--- config.mk ---
export PLATFORM = sky130hd
export DESIGN_NAME = banked_reg_decoder
export DESIGN_NICKNAME = d
export VERILOG_FILES = /design/src/rtl/bank_dec_pkg.sv /design/src/rtl/bank_dec_region.sv /design/src/rtl/bank_dec_idrom.sv /design/src/rtl/banked_reg_decoder.sv
export SDC_FILE = /design/constraint.sdc
export NUM_CORES = 1
export LEC_CHECK = 0
export BUFFER_PORTS_ARGS = -buffer_cell sky130_fd_sc_hd__buf_4
export CAP_MARGIN = 40
export CORE_MARGIN = 2
export CORE_UTILIZATION = 45
export DETAILED_ROUTE_END_ITERATION = 8
export GPL_TIMING_DRIVEN = 0
export PLACE_DENSITY = 0.73
export SYNTH_ARGS = -nofsm -noshare
export SYNTH_HDL_FRONTEND = slang
export SYNTH_SLANG_ARGS = --single-unit
--- constraint.sdc ---
create_clock -name clk -period 2.1 [get_ports clk]
set_clock_uncertainty 0.2 [all_clocks]
set_input_delay 0.105 -clock clk [delete_from_list [all_inputs] [get_ports clk]]
set_output_delay 0.105 -clock clk [all_outputs]
set_load 0.01 [all_outputs]
--- src/rtl/bank_dec_pkg.sv ---
package bank_dec_pkg;
    typedef enum logic [2:0] {
        TGT_NONE = 3'd0,
        TGT_RAM  = 3'd1,
        TGT_EXT  = 3'd2,
        TGT_REG  = 3'd3,
        TGT_ROM  = 3'd4
    } tgt_e;

    typedef enum logic [2:0] {
        RG_WIN_RAM,
        RG_WIN_EXT,
        RG_BANK,
        RG_PROT,
        RG_ID,
        RG_HOLE
    } region_e;
endpackage

--- src/rtl/bank_dec_region.sv ---
module bank_dec_region
    import bank_dec_pkg::*;
#(
    parameter int ADDR_W    = 7,
    parameter int BANK_W    = 4,
    parameter int RAM_DEPTH = 16,
    parameter int ID_BYTES  = 8,
    parameter logic [ADDR_W-1:0] BANK_ADDR = 7'h40,
    parameter logic [ADDR_W-1:0] PROT_ADDR = 7'h41,
    localparam int OFF_W = ADDR_W - 1
) (
    input  logic [ADDR_W-1:0] addr,
    input  logic [BANK_W-1:0] bank,
    output region_e           region,
    output logic [OFF_W-1:0]  off
);
    localparam logic [ADDR_W-1:0] ID_BASE = ADDR_W'((2 ** ADDR_W) - ID_BYTES);

    assign off = addr[OFF_W-1:0];

    always_comb begin
        if (!addr[ADDR_W-1]) begin
            region = (bank == '0 && int'(off) < RAM_DEPTH) ? RG_WIN_RAM : RG_WIN_EXT;
        end else if (addr == BANK_ADDR) begin
            region = RG_BANK;
        end else if (addr == PROT_ADDR) begin
            region = RG_PROT;
        end else if (addr >= ID_BASE) begin
            region = RG_ID;
        end else begin
            region = RG_HOLE;
        end
    end
endmodule

--- src/rtl/bank_dec_idrom.sv ---
module bank_dec_idrom #(
    parameter int ID_BYTES = 8,
    parameter logic [8*ID_BYTES-1:0] ID_WORD = 64'h5A17_0342_C08E_6B1D,
    localparam int IDX_W = $clog2(ID_BYTES)
) (
    input  logic [IDX_W-1:0] idx,
    output logic [7:0]       byte_o
);
    logic [7:0] rom [ID_BYTES];

    for (genvar g = 0; g < ID_BYTES; g++) begin : g_byte
        assign rom[g] = ID_WORD[8*g +: 8];
    end

    assign byte_o = rom[idx];
endmodule

--- src/rtl/banked_reg_decoder.sv ---
module banked_reg_decoder
    import bank_dec_pkg::*;
#(
    parameter int ADDR_W    = 7,
    parameter int DATA_W    = 8,
    parameter int BANK_W    = 4,
    parameter int PROT_W    = 2,
    parameter int RAM_DEPTH = 16,
    parameter int ID_BYTES  = 8,
    parameter logic [8*ID_BYTES-1:0] ID_WORD = 64'h5A17_0342_C08E_6B1D,
    parameter logic [ADDR_W-1:0] BANK_ADDR = 7'h40,
    parameter logic [ADDR_W-1:0] PROT_ADDR = 7'h41,
    parameter logic [ADDR_W-1:0] TMO_ADDR  = 7'h7C,
    parameter logic [DATA_W-1:0] TMO_MAGIC = 8'h07
) (
    input  logic        clk,
    input  logic        rst_n,
    input  logic        nvm_present,
    input  logic        req_valid,
    input  logic        req_write,
    input  logic [6:0]  req_addr,
    input  logic [7:0]  req_wdata,
    output logic        rsp_valid,
    output logic        rsp_ack,
    output logic        rsp_err,
    output logic        rsp_wen,
    output logic [2:0]  rsp_tgt,
    output logic [9:0]  rsp_mem_addr,
    output logic [7:0]  rsp_rdata,
    output logic        short_tmo,
    output logic        cfg_rst
);
    localparam int OFF_W  = ADDR_W - 1;
    localparam int MEM_AW = BANK_W + OFF_W;
    localparam int IDX_W  = $clog2(ID_BYTES);

    typedef struct packed {
        logic [BANK_W-1:0] bank;
        logic [PROT_W-1:0] prot;
        logic              tmo;
        logic              valid;
        logic              ack;
        logic              err;
        logic              wen;
        logic              crst;
        tgt_e              tgt;
        logic [MEM_AW-1:0] maddr;
        logic [DATA_W-1:0] rdata;
    } state_t;

    state_t            st_d, st_q;
    region_e           region;
    logic [OFF_W-1:0]  off;
    logic [7:0]        id_byte;

    bank_dec_region #(
        .ADDR_W(ADDR_W), .BANK_W(BANK_W), .RAM_DEPTH(RAM_DEPTH),
        .ID_BYTES(ID_BYTES), .BANK_ADDR(BANK_ADDR), .PROT_ADDR(PROT_ADDR)
    ) u_region (
        .addr(req_addr), .bank(st_q.bank), .region(region), .off(off)
    );

    bank_dec_idrom #(.ID_BYTES(ID_BYTES), .ID_WORD(ID_WORD)) u_idrom (
        .idx(req_addr[IDX_W-1:0]), .byte_o(id_byte)
    );

    always_comb begin
        st_d       = st_q;
        st_d.valid = req_valid;
        st_d.ack   = 1'b0;
        st_d.err   = 1'b0;
        st_d.wen   = 1'b0;
        st_d.crst  = 1'b0;
        st_d.tgt   = TGT_NONE;
        st_d.maddr = '0;
        st_d.rdata = '0;
        if (req_valid) begin
            unique case (region)
                RG_WIN_RAM: begin
                    st_d.ack   = 1'b1;
                    st_d.tgt   = TGT_RAM;
                    st_d.maddr = MEM_AW'(off);
                    if (req_write) begin
                        if (st_q.prot[1]) begin
                            st_d.err = 1'b1;
                        end else begin
                            st_d.wen = 1'b1;
                            if (off == '0) begin
                                st_d.crst = 1'b1;
                                st_d.tmo  = 1'b0;
                            end
                        end
                    end
                end
                RG_WIN_EXT: if (nvm_present) begin
                    st_d.ack   = 1'b1;
                    st_d.tgt   = TGT_EXT;
                    st_d.maddr = {st_q.bank, off};
                    if (req_write) begin
                        st_d.err = st_q.prot[0];
                        st_d.wen = !st_q.prot[0];
                    end
                end
                RG_BANK: if (nvm_present) begin
                    st_d.ack = 1'b1;
                    st_d.tgt = TGT_REG;
                    if (req_write) begin
                        if (st_q.prot[1]) begin
                            st_d.err = 1'b1;
                        end else begin
                            st_d.wen  = 1'b1;
                            st_d.bank = req_wdata[BANK_W-1:0];
                        end
                    end else begin
                        st_d.rdata = DATA_W'(st_q.bank);
                    end
                end
                RG_PROT: if (nvm_present) begin
                    st_d.ack = 1'b1;
                    st_d.tgt = TGT_REG;
                    if (req_write) begin
                        st_d.wen  = 1'b1;
                        st_d.prot = st_q.prot | req_wdata[PROT_W-1:0];
                    end else begin
                        st_d.rdata = DATA_W'(st_q.prot);
                    end
                end
                RG_ID: begin
                    st_d.ack = 1'b1;
                    st_d.tgt = TGT_ROM;
                    if (req_write) begin
                        if (req_addr == TMO_ADDR) begin
                            st_d.wen = 1'b1;
                            st_d.tmo = (req_wdata == TMO_MAGIC);
                        end else begin
                            st_d.err = 1'b1;
                        end
                    end else begin
                        st_d.rdata = id_byte;
                    end
                end
                default: ;
            endcase
        end
    end

    always_ff @(posedge clk or negedge rst_n) begin
        if (!rst_n) st_q <= '0;
        else        st_q <= st_d;
    end

    assign rsp_valid    = st_q.valid;
    assign rsp_ack      = st_q.ack;
    assign rsp_err      = st_q.err;
    assign rsp_wen      = st_q.wen;
    assign rsp_tgt      = st_q.tgt;
    assign rsp_mem_addr = st_q.maddr;
    assign rsp_rdata    = st_q.rdata;
    assign short_tmo    = st_q.tmo;
    assign cfg_rst      = st_q.crst;

    p_valid_follows_r12: assert property (@(posedge clk) disable iff (!rst_n)
        req_valid |=> rsp_valid);
    p_idle_quiet_r12: assert property (@(posedge clk) disable iff (!rst_n)
        !req_valid |=> (!rsp_valid && !rsp_wen && !rsp_ack));
    p_nvm_silence_r8: assert property (@(posedge clk) disable iff (!rst_n)
        (req_valid && !nvm_present && region == RG_WIN_EXT) |=> !rsp_ack);
    p_hole_silence_r9: assert property (@(posedge clk) disable iff (!rst_n)
        (req_valid && region == RG_HOLE) |=> (!rsp_ack && rsp_tgt == 3'd0));
    p_bank_hold_r4: assert property (@(posedge clk) disable iff (!rst_n)
        !$past(req_valid && req_write) |-> $stable(st_q.bank));
    p_prot_sticky_r10: assert property (@(posedge clk) disable iff (!rst_n)
        (st_q.prot & $past(st_q.prot)) == $past(st_q.prot));
    p_err_no_write_r6: assert property (@(posedge clk) disable iff (!rst_n)
        rsp_err |-> (rsp_ack && !rsp_wen));
    p_reset_clears_tmo_r11: assert property (@(posedge clk) disable iff (!rst_n)
        cfg_rst |-> (!short_tmo && rsp_tgt == 3'd1));
endmodule

==> reports/metrics.json <==
{
  "part_of_the_cycle_the_worst_path_needs": 0.979,
  "dr.first_iter.drc_count": 60,
  "die_width_microns": 65.0,
  "synthesis.nets": 183,
  "critical_path.max_fanout": 5,
  "yosys_warnings": 0,
  "postPlaceCellArea_sq_um": 2070,
  "final_cell_area_sq_um": 2360,
  "die_h_microns": 65.0,
  "vias_per_std_cell": 5.01,
  "met2WireLength_microns": 2020,
  "postLayoutCoreUtil": 0.655,
  "root_buffer": "sky130_fd_sc_hd__clkbuf_8",
  "critical_path.startpoint_type": "flop",
  "floorplan.io_pins": 47,
  "numCtsBuffers": 5,
  "achievable-frequency_mhz": 486,
  "via_count_of_the_first_global_routing_pass": 1383,
  "number_of_enable_type_register_cells_in_the_synthesized_netlist": 0,
  "endpoint_kind_of_the_worst_setup_timing_path": "flop",
  "antenna_found_initial": 0,
  "final_nets": 255,
  "drv.max_cap_violation_count": 0,
  "ys_dominant_reg_cell": "sky130_fd_sc_hd__dfrtp_1",
  "timing.final.hold_violations": 0,
  "clk_pin_slew_ps": 60,
  "cp_data_required_time_ps": 2070,
  "synthCells": 158,
  "clock_tree.buffer_depth": 2,
  "placement_rows": 22,
  "num_antenna_cells": 0,
  "numClockSinks": 33,
  "numPortBuffers": 45,
  "ys_ff_latch": 33,
  "core-area_sq_um": 3610,
  "gr-total-overflow": 0,
  "timing_max_transition_violations_final": 0,
  "initial_utilization": 0.464,
  "hpwlAfterDp_microns": 2630,
  "most_common_cell_after_layout_fill_and_taps_aside": "sky130_fd_sc_hd__buf_4",
  "netlist_area_sq_um": 1670,
  "timing.hold.worst.class": "in -> reg",
  "final_antenna_net_count": 0,
  "globalplace.congestion": 0.827,
  "area_growth_pct": 41.2,
  "syn_avg_cell_area_sq_um": 10.6,
  "hold_critical_path_depth": 3,
  "clk_latency_ps": 280,
  "drc_errors": 0,
  "run_status": "complete, no violations",
  "drt-pass1-iter-count": 4,
  "largest_net_degree_at_the_start_of_global_routing": 34,
  "worst_ep_arrival_time_ps": 2020,
  "yosys.cell_types.count": 41,
  "filler_cell_count": 305,
  "die-area_sq_um": 4220,
  "drive_above_1_share": 0.409,
  "global_route.usage.total": 0.211,
  "global_route_wire_length_before_repair_microns": 6560,
  "mostFrequentLayoutCells": "sky130_fd_sc_hd__buf_4 (68), sky130_fd_sc_hd__dfrtp_1 (32), sky130_fd_sc_hd__dlygate4sd3_1 (18)",
  "wirelength_met1_microns": 1560,
  "leakagePower_uw": 0.00120,
  "via_count": 1392,
  "total_routed_length_microns": 3890,
  "grt_setup_unrepaired": "false",
  "worstMarginPinSlew_ps": 464,
  "wire_per_inst_microns": 14.0,
  "postSynth.asyncResetShare": 1.00,
  "clock_tree.htree_level_count": 2,
  "post-route-min-period_ps": 2060,
  "r2r_cells": 4,
  "route.top_layer_used": "met4",
  "powerDensity_nw_per_um2": 550,
  "final-setup-viol-count": 0,
  "synth.yosys.seq_area_share": 0.494,
  "ir_drop_uv": 404,
  "met3_length_microns": 241,
  "tritoncts": "done",
  "slew_headroom": 0.690,
  "timing.setup.critical_path_class": "reg -> reg"
}
==> final timing paths <==
kind	from	to	slack, ps
max in group asynchronous	rst_n	st_q[31]$_DFFE_PN0P_	1290
worst min register to register	short_tmo$_DFFE_PN0P_	short_tmo$_DFFE_PN0P_	310
worst max-delay path	st_q[31]$_DFFE_PN0P_	short_tmo$_DFFE_PN0P_	40
min in group asynchronous	rst_n	st_q[32]$_DFFE_PN0P_	100
worst min-delay path	req_addr[2]	rsp_rdata[4]$_DFF_PN0_	60
worst max register to register	st_q[31]$_DFFE_PN0P_	short_tmo$_DFFE_PN0P_	40
==> synthesized netlist by cell type, types with 2 or more instances <==
cell type                  count  area share
sky130_fd_sc_hd__a211oi_1      2      0.0090
sky130_fd_sc_hd__mux2_2        5       0.034
sky130_fd_sc_hd__o221a_2       2       0.013
sky130_fd_sc_hd__nor3b_1       2      0.0090
sky130_fd_sc_hd__a41o_1        2       0.012
sky130_fd_sc_hd__o21ai_0       7       0.021
sky130_fd_sc_hd__nor3_1        2      0.0060
sky130_fd_sc_hd__buf_4        21       0.094
sky130_fd_sc_hd__nand3_1       4       0.012
sky130_fd_sc_hd__or4_4         2       0.013
sky130_fd_sc_hd__inv_1         4      0.0090
sky130_fd_sc_hd__clkbuf_1      3      0.0067
sky130_fd_sc_hd__nor2_1       12       0.027
sky130_fd_sc_hd__nor4b_1       2       0.010
sky130_fd_sc_hd__and2_2        2      0.0090
sky130_fd_sc_hd__and2_1       10       0.037
sky130_fd_sc_hd__nand2_1      13       0.029
sky130_fd_sc_hd__a22oi_1       2      0.0090
sky130_fd_sc_hd__dfrtp_1      33        0.49
sky130_fd_sc_hd__ha_1          5       0.037
sky130_fd_sc_hd__nand2b_1      3       0.011
==> cell type report <==
cell class,instances,area (sq um),area share
Sequential cell,33,827,0.350
Tap cell,48,60.1,0.0254
Buffer,25,174,0.0736
Timing Repair Buffer,65,533,0.226
Multi-Input combinational cell,96,667,0.282
Clock buffer,7,86.3,0.0365
Inverter,4,15.0,0.00636
==> repair_timing <==
action | 4_1_cts | 5_1_grt
buffers inserted | 0 | 2
cloned | 0 | 0
endpoints found under the setup margin | 1 | 1
gates resized for setup | 1 | 1
hold endpoints to repair | 55 | 0
hold buffers | 18 | 0
pin swaps | 0 | 3
==> registers in the layout, summed over array words and instances, names as in the netlist, 3 cells and up <==
| signal | count |
|---|---|
| rsp_rdata | 8 |
| st_q | 6 |
| rsp_tgt | 3 |
| rsp_mem_addr | 10 |
==> worst max-delay path, cell delays in order, from the launching register on <==
cell	delay, ps
sky130_fd_sc_hd__dfrtp_2	450
sky130_fd_sc_hd__nor4_4	410
sky130_fd_sc_hd__a21oi_2	140
sky130_fd_sc_hd__or4_4	510
sky130_fd_sc_hd__a32o_1	230
==> kinds of logic (layout without fill, tap and decap cells) <==
logic type               Yosys count  count (layout)  synth area share
buffers and inverters             29             101             0.113
multiplexers                       5               5            0.0337
AND/OR/NAND/NOR                   62              62             0.212
flip-flops                        33              33             0.494
adder cells (fa/ha/maj)            5               5            0.0374
AO/OA/AOI/OAI                     24              24             0.110
==> power by group <==
group / internal (uW) / switching [uW]
logic: 94.5 / 86.5
registers: 647 / 7.33
clock network: 259 / 205
==> layer usage <==
layer / up-vias / global-route usage
li1: 671 / -
met3: 7 / 0.0590
met1: 663 / 0.246
met5: - / 0
met2: 51 / 0.369
met4: 0 / 0.0745
==> metrics by stage <==
step	worst slack, ps	power, uW	hold slack (ps)	TNS, ps	std cells
floorplan	144	732	-391	0	158
global placement	-43.0	810	-146	-43.0	251
detailed placement	-49.9	813	-130	-49.9	251
CTS	52.2	1300	25.7	0	276
global route	6.40	1360	75.0	0	278
finish	43.4	1300	62.2	0	278
Note: power is estimated with default switching activity, not from simulation.
